## config.mk

```make
export PLATFORM = sky130hd
export DESIGN_NAME = fpu19_unpack
export DESIGN_NICKNAME = d
export VERILOG_FILES = /design/src/rtl/fpu19_pkg.sv /design/src/rtl/fpu19_lzc.sv /design/src/rtl/fpu19_convert.sv /design/src/rtl/fpu19_pipe_reg.sv /design/src/rtl/fpu19_unpack.sv
export SDC_FILE = /design/constraint.sdc
export NUM_CORES = 1
export LEC_CHECK = 0
export ABC_AREA = 1
export BUFFER_PORTS_ARGS = -buffer_cell sky130_fd_sc_hd__buf_2
export CAP_MARGIN = 5
export CORE_MARGIN = 2
export CORE_UTILIZATION = 57
export DETAILED_ROUTE_END_ITERATION = 7
export GPL_ROUTABILITY_DRIVEN = 0
export HOLD_SLACK_MARGIN = 0.05
export PLACE_DENSITY = 0.86
export SLEW_MARGIN = 20
export SYNTH_ARGS = -nofsm -noshare
export SYNTH_HDL_FRONTEND = slang
export SYNTH_SLANG_ARGS = --single-unit
```

## constraint.sdc

```tcl
create_clock -name clk -period 7 [get_ports clk]
set_input_delay 1.4 -clock clk [delete_from_list [all_inputs] [get_ports clk]]
set_output_delay 1.4 -clock clk [all_outputs]
set_load 0.02 [all_outputs]
```

## src/rtl/fpu19_pkg.sv

```systemverilog
// Shared widths, format codes and result types for the 19-bit operand unpacker.
package fpu19_pkg;
    localparam int OP_EXP_W  = 8;
    localparam int OP_MAN_W  = 10;
    localparam int OP_W      = 1 + OP_EXP_W + OP_MAN_W;
    localparam int OP_BIAS   = 127;
    localparam int H_EXP_W   = 5;
    localparam int H_MAN_W   = 10;
    localparam int H_BIAS    = 15;
    localparam int B_MAN_W   = 7;
    localparam int S_MAN_W   = 23;
    localparam int IN_W      = 32;
    localparam int H_REBIAS  = OP_BIAS - H_BIAS;
    localparam int CLS_W     = 4;

    typedef enum logic [1:0] {
        FMT_HALF       = 2'd0,
        FMT_BRAIN      = 2'd1,
        FMT_SINGLE     = 2'd2,
        FMT_SINGLE_ALT = 2'd3
    } fmt_e;

    typedef struct packed {
        logic is_zero;
        logic is_sub;
        logic is_inf;
        logic is_nan;
    } cls_t;

    typedef struct packed {
        logic                sign;
        logic [OP_EXP_W-1:0] exp;
        logic [OP_MAN_W-1:0] man;
    } op19_t;

    typedef struct packed {
        op19_t op;
        cls_t  cls;
    } result_t;
endpackage

```

## src/rtl/fpu19_lzc.sv

```systemverilog
// Leading-zero counter.
// Returns the number of zeros above the highest set bit of vec; W when vec is zero.
// Assumes W >= 1.
module fpu19_lzc #(
    parameter int W = 10,
    localparam int CW = $clog2(W + 1)
) (
    input  logic [W-1:0]  vec,
    output logic [CW-1:0] count
);
    // Scan upward so the highest set bit wins.
    always_comb begin
        count = CW'(W);
        for (int i = 0; i < W; i++) begin
            if (vec[i]) count = CW'(W - 1 - i);
        end
    end
endmodule

```

## src/rtl/fpu19_convert.sv

```systemverilog
// Combinational format converter.
// Splits the selected input format into its fields, classifies the operand,
// rebiases half-precision exponents, renormalizes half-precision subnormals
// and truncates single-precision fractions to the 10-bit internal fraction.
// Assumes the package widths (8-bit exponent, 10-bit fraction).
module fpu19_convert
    import fpu19_pkg::*;
(
    input  fmt_e             fmt,
    input  logic [IN_W-1:0]  data,
    output result_t          res
);
    localparam int LZ_W = $clog2(H_MAN_W + 1);

    logic                sign;
    logic [OP_EXP_W-1:0] exp_in;
    logic [OP_MAN_W-1:0] man_top;
    logic                man_low_nz;
    logic                exp_ones;
    logic                exp_zero;
    logic                is_half;
    logic                man_nz;
    logic [LZ_W-1:0]     lz;
    logic [OP_MAN_W-1:0] norm_man;
    logic [OP_EXP_W-1:0] norm_exp;

    // Field extraction per selected format.
    always_comb begin
        is_half    = 1'b0;
        man_low_nz = 1'b0;
        case (fmt)
            FMT_HALF: begin
                is_half  = 1'b1;
                sign     = data[15];
                exp_ones = &data[14:10];
                exp_zero = ~|data[14:10];
                exp_in   = OP_EXP_W'(data[14:10]) + OP_EXP_W'(H_REBIAS);
                man_top  = data[H_MAN_W-1:0];
            end
            FMT_BRAIN: begin
                sign     = data[15];
                exp_ones = &data[14:7];
                exp_zero = ~|data[14:7];
                exp_in   = data[14:7];
                man_top  = {data[B_MAN_W-1:0], {(OP_MAN_W-B_MAN_W){1'b0}}};
            end
            default: begin
                sign       = data[31];
                exp_ones   = &data[30:23];
                exp_zero   = ~|data[30:23];
                exp_in     = data[30:23];
                man_top    = data[S_MAN_W-1 -: OP_MAN_W];
                man_low_nz = |data[S_MAN_W-OP_MAN_W-1:0];
            end
        endcase
        man_nz = (|man_top) | man_low_nz;
    end

    fpu19_lzc #(.W(H_MAN_W)) u_lzc (
        .vec   (man_top),
        .count (lz)
    );

    // Half-precision subnormal renormalization: shift out the leading one.
    always_comb begin
        norm_man = OP_MAN_W'(man_top << (LZ_W'(lz) + LZ_W'(1)));
        norm_exp = OP_EXP_W'(H_REBIAS) - OP_EXP_W'(lz);
    end

    // Classification and final operand assembly.
    always_comb begin
        res.op.sign    = sign;
        res.op.exp     = exp_in;
        res.op.man     = man_top;
        res.cls        = '0;
        if (exp_ones) begin
            res.op.exp = '1;
            if (man_nz) begin
                res.cls.is_nan = 1'b1;
                res.op.man     = man_top | {1'b1, {(OP_MAN_W-1){1'b0}}};
            end else begin
                res.cls.is_inf = 1'b1;
                res.op.man     = '0;
            end
        end else if (exp_zero) begin
            res.op.exp = '0;
            if (!man_nz) begin
                res.cls.is_zero = 1'b1;
                res.op.man      = '0;
            end else begin
                res.cls.is_sub = 1'b1;
                if (is_half) begin
                    res.op.exp = norm_exp;
                    res.op.man = norm_man;
                end
            end
        end
    end
endmodule

```

## src/rtl/fpu19_pipe_reg.sv

```systemverilog
// Single-entry handshake register.
// Loads when in_valid and in_ready are high; in_ready follows out_ready combinationally.
// Assumes the consumer holds out_ready independent of in_ready.
module fpu19_pipe_reg #(
    parameter int W = 23
) (
    input  logic         clk,
    input  logic         rst_n,
    input  logic         in_valid,
    output logic         in_ready,
    input  logic [W-1:0] in_data,
    output logic         out_valid,
    input  logic         out_ready,
    output logic [W-1:0] out_data
);
    logic         vld_q;
    logic [W-1:0] data_q;

    assign in_ready  = !vld_q || out_ready;
    assign out_valid = vld_q;
    assign out_data  = data_q;

    // Occupancy: refilled or drained whenever the stage may advance.
    always_ff @(posedge clk) begin
        if (!rst_n)        vld_q <= 1'b0;
        else if (in_ready) vld_q <= in_valid;
    end

    // Payload capture on an accepted transfer.
    always_ff @(posedge clk) begin
        if (!rst_n)                     data_q <= '0;
        else if (in_valid && in_ready)  data_q <= in_data;
    end
endmodule

```

## src/rtl/fpu19_unpack.sv

```systemverilog
// Top: converts one half, bfloat16 or single operand per transfer into the
// 19-bit internal operand plus class flags, with one registered stage.
// Assumes synchronous active-low reset.
module fpu19_unpack
    import fpu19_pkg::*;
(
    input  logic                clk,
    input  logic                rst_n,
    input  logic                in_valid,
    output logic                in_ready,
    input  logic [1:0]          in_fmt,
    input  logic [IN_W-1:0]     in_data,
    output logic                out_valid,
    input  logic                out_ready,
    output logic [OP_W-1:0]     out_op,
    output logic                out_zero,
    output logic                out_sub,
    output logic                out_inf,
    output logic                out_nan
);
    localparam int RES_W = $bits(result_t);

    result_t conv_res;
    result_t held_res;

    fpu19_convert u_conv (
        .fmt  (fmt_e'(in_fmt)),
        .data (in_data),
        .res  (conv_res)
    );

    fpu19_pipe_reg #(.W(RES_W)) u_stage (
        .clk       (clk),
        .rst_n     (rst_n),
        .in_valid  (in_valid),
        .in_ready  (in_ready),
        .in_data   (conv_res),
        .out_valid (out_valid),
        .out_ready (out_ready),
        .out_data  (held_res)
    );

    // Unpack the registered result onto the ports.
    always_comb begin
        out_op   = held_res.op;
        out_zero = held_res.cls.is_zero;
        out_sub  = held_res.cls.is_sub;
        out_inf  = held_res.cls.is_inf;
        out_nan  = held_res.cls.is_nan;
    end
endmodule

```

==> flow_metrics.env <==
export IMPL_vias=2727
export IMPL_irDropWorstVdd_mv=0.1339
export IMPL_cts_root_buf="clkbuf_8"
export IMPL_start_kind="input port"
export IMPL_yosysWarnings=0
export IMPL_synthAdderAreaFrac=0.01120
export IMPL_cap_violations=0
export IMPL_synth_distinct_cells=40
export IMPL_yosys_area_share_simple=0.4426
export IMPL_std_cell_rows=22
export IMPL_worstSkewPairLatency_ps=270
export IMPL_core_area_um2=3716
export IMPL_seqCellArea_um2=480.5
export IMPL_min_delay_path_class="flop to flop"
export IMPL_worst_pin_slew_ps=636.0
export IMPL_powerDensity_nw_per_um2=175.7
export IMPL_maxClockFrequency_mhz=239.6
export IMPL_die_width_um=66.60
export IMPL_place_inst=466
export IMPL_dr_pass1_iters=5
export IMPL_critPathCaptureType="flop"
export IMPL_period_share=0.5962
export IMPL_n_antenna_cell=0
export IMPL_grt_use_total=0.2946
export IMPL_cts_inserted_buffers=3
export IMPL_status="finished clean"
export IMPL_path_clk_slew_ps=80
export IMPL_antenna_found_initial=0
export IMPL_tns_ps=0
export IMPL_finalHoldViolations=0
export IMPL_synth_seq_cells=24
export IMPL_crit_fanout=17
export IMPL_grt_remaining_overflow=0
export IMPL_initial_core_util=0.6010
export IMPL_place_hpwl_mm=5.163
export IMPL_critPathRequiredTime_ps=7200
export IMPL_setup_violations=0
export IMPL_synth_compound_area_frac=0.2190
export IMPL_die_area_um2=4435
export IMPL_ant_nets=0
export IMPL_grt_pass1_vias=2372
export IMPL_p_leak_nw=1.315
export IMPL_final_cell_area_um2=2589
export IMPL_synth_top_family_by_area="simple AND/OR/NAND/NOR gates"
export IMPL_fin_hold_ws_ps=463.3
export IMPL_crit_type="input port to flop"
export IMPL_grt_max_degree=27
export IMPL_post_cts_hold_buffer_count=0
export IMPL_dpl_cell_area_um2=2517
export IMPL_finalWirelength_mm=6.489
export IMPL_fp_dieH_um=66.60
export IMPL_synth_cells=370
export IMPL_fillerInstances=351
export IMPL_clock_sinks=24
export IMPL_rsz0062_at_grt="no"
export IMPL_avgSynthCellArea_um2=6.036
export IMPL_pin_count=63
export IMPL_cts_resized=0
export IMPL_ys_flop_type="dfxtp_1"
export IMPL_synthArstFlopShare=0
export IMPL_layout_nets=463
export IMPL_instances_no_fill=470
export IMPL_period_needed_ps=4173
export IMPL_drtIter0Drc=270
export IMPL_synth_area_um2=2233
export IMPL_grt_pass1_wl_mm=10.25
export IMPL_drc=0
export IMPL_synth_xor_area_share=0
export IMPL_yosysSeqAreaShare=0.2151
export IMPL_cp_arrival_ps=4370
export IMPL_h_tree_depth=1
export IMPL_cts_buffer_depth=2
export IMPL_cts_tree="built"
export IMPL_multi_input_area_um2=1503
export IMPL_fin_total_pwr_uw=454.7
export IMPL_slew_headroom=0.5755
export IMPL_wl_per_cell_um=13.81
export IMPL_muxShareOfSynthArea=0
export IMPL_port_buffers=62
export IMPL_finalMaxSlewViolations=0
export IMPL_drive_above_1_share=0.2725
export IMPL_post_cts_buffers=0
export IMPL_vias_per_cell=5.802
export IMPL_synth_edf_count=0
export IMPL_syn_nets=410
export IMPL_clock_skew_ps=6.840
export IMPL_area_growth_pct=15.91
## report_power, final
part	total (mW)	switching, mW	internal, mW
logic	0.183	0.123	0.0597
clock network	0.121	0.0446	0.0765
registers	0.151	0.00451	0.146
total	0.455	0.172	0.283
## synthesized netlist by cell type (all sizes together), types with 5 or more instances
library cell,instances,share of area
inv,40,0.069
nor2,30,0.079
nor3,5,0.018
nand2,127,0.24
o21ai,36,0.082
dfxtp,24,0.22
buf,7,0.027
o22ai,7,0.028
a31oi,6,0.017
a21oi,27,0.062
clkbuf,7,0.012
nand3,33,0.076
## layout by cell type, fill, tap and decap left out, types with 4 or more instances in the layout
| master | synthesis | routed |
|---|---|---|
| nor2_4 | 5 | 5 |
| o21ai_1 | 10 | 10 |
| nand2_4 | 4 | 4 |
| a31oi_1 | 6 | 6 |
| nand4_1 | 4 | 4 |
| nand2_2 | 12 | 12 |
| nor2_2 | 4 | 4 |
| a21oi_1 | 26 | 26 |
| nand2_1 | 111 | 111 |
| inv_2 | 9 | 9 |
| inv_1 | 30 | 30 |
| buf_2 | 3 | 62 |
| o21ai_0 | 25 | 25 |
| nand3_1 | 32 | 32 |
| dfxtp_1 | 24 | 24 |
| o22ai_1 | 4 | 4 |
| nor2_1 | 20 | 20 |
## final timing paths
path	startpoint	end	slack [ps]	depth (start not counted)
setup / recovery	in_fmt[1]	u_stage.out_data[5]	2830	21
hold / removal	u_stage.out_data[8]	u_stage.out_data[8]	460	2
setup reg to reg	u_stage.out_valid	u_stage.out_data[16]	5250	5
hold reg to reg	u_stage.out_data[8]	u_stage.out_data[8]	460	2
## flip-flops by register name, summed over array words and instances, names as in the netlist
register and flops:
u_stage.out_data 23, u_stage.out_valid 1
## routing by layer
metal / global-route usage / up-vias / share of wire
li1: - / 1332 / -
met1: 0.3585 / 1219 / 0.40
met2: 0.5163 / 154 / 0.48
met3: 0.07432 / 22 / 0.10
met4: 0.07143 / 0 / 0.020
met5: 0 / - / 0
## critical path: stages
cell and delay, ps:
buf_2 220, nor2_2 430, nand2_1 90, nand2_1 130, nand2_1 60, nand2_1 60
nand2_1 50, nand2_1 50, nand2_1 50, nand2_1 100, nand2_4 80, nand2_4 150
inv_2 50, ha_1 410, inv_1 300, nand4_1 170, o21ai_1 150, nand3_1 100
o21ai_1 100, nand2_1 60, a21oi_1 140
## logic make-up (layout without fill, tap and decap cells)
group	count (synthesis)	count (layout)
simple gates	205	205
compound gates	83	83
buf+inv	56	108
flops	24	24
fa+ha+maj	2	2
## per-stage QoR
step | setup WS (ps) | util
2_1_floorplan | 3158 | -
3_3_place_gp | 2694 | 0.6774
3_5_place_dp | 2647 | 0.6774
4_1_cts | 2907 | 0.6966
5_1_grt | 2469 | 0.6966
6_report | 2827 | 0.6966
## final cells by class
type                            count  share of cell area
Clock inverter                      1             0.01160
Multi-Input combinational cell    290              0.5805
Sequential cell                    24              0.1856
Timing Repair Buffer               62              0.1199
Clock buffer                        3             0.01595
Inverter                           42             0.06332
Tap cell                           48             0.02320
Power figures use the tool's default switching activity.
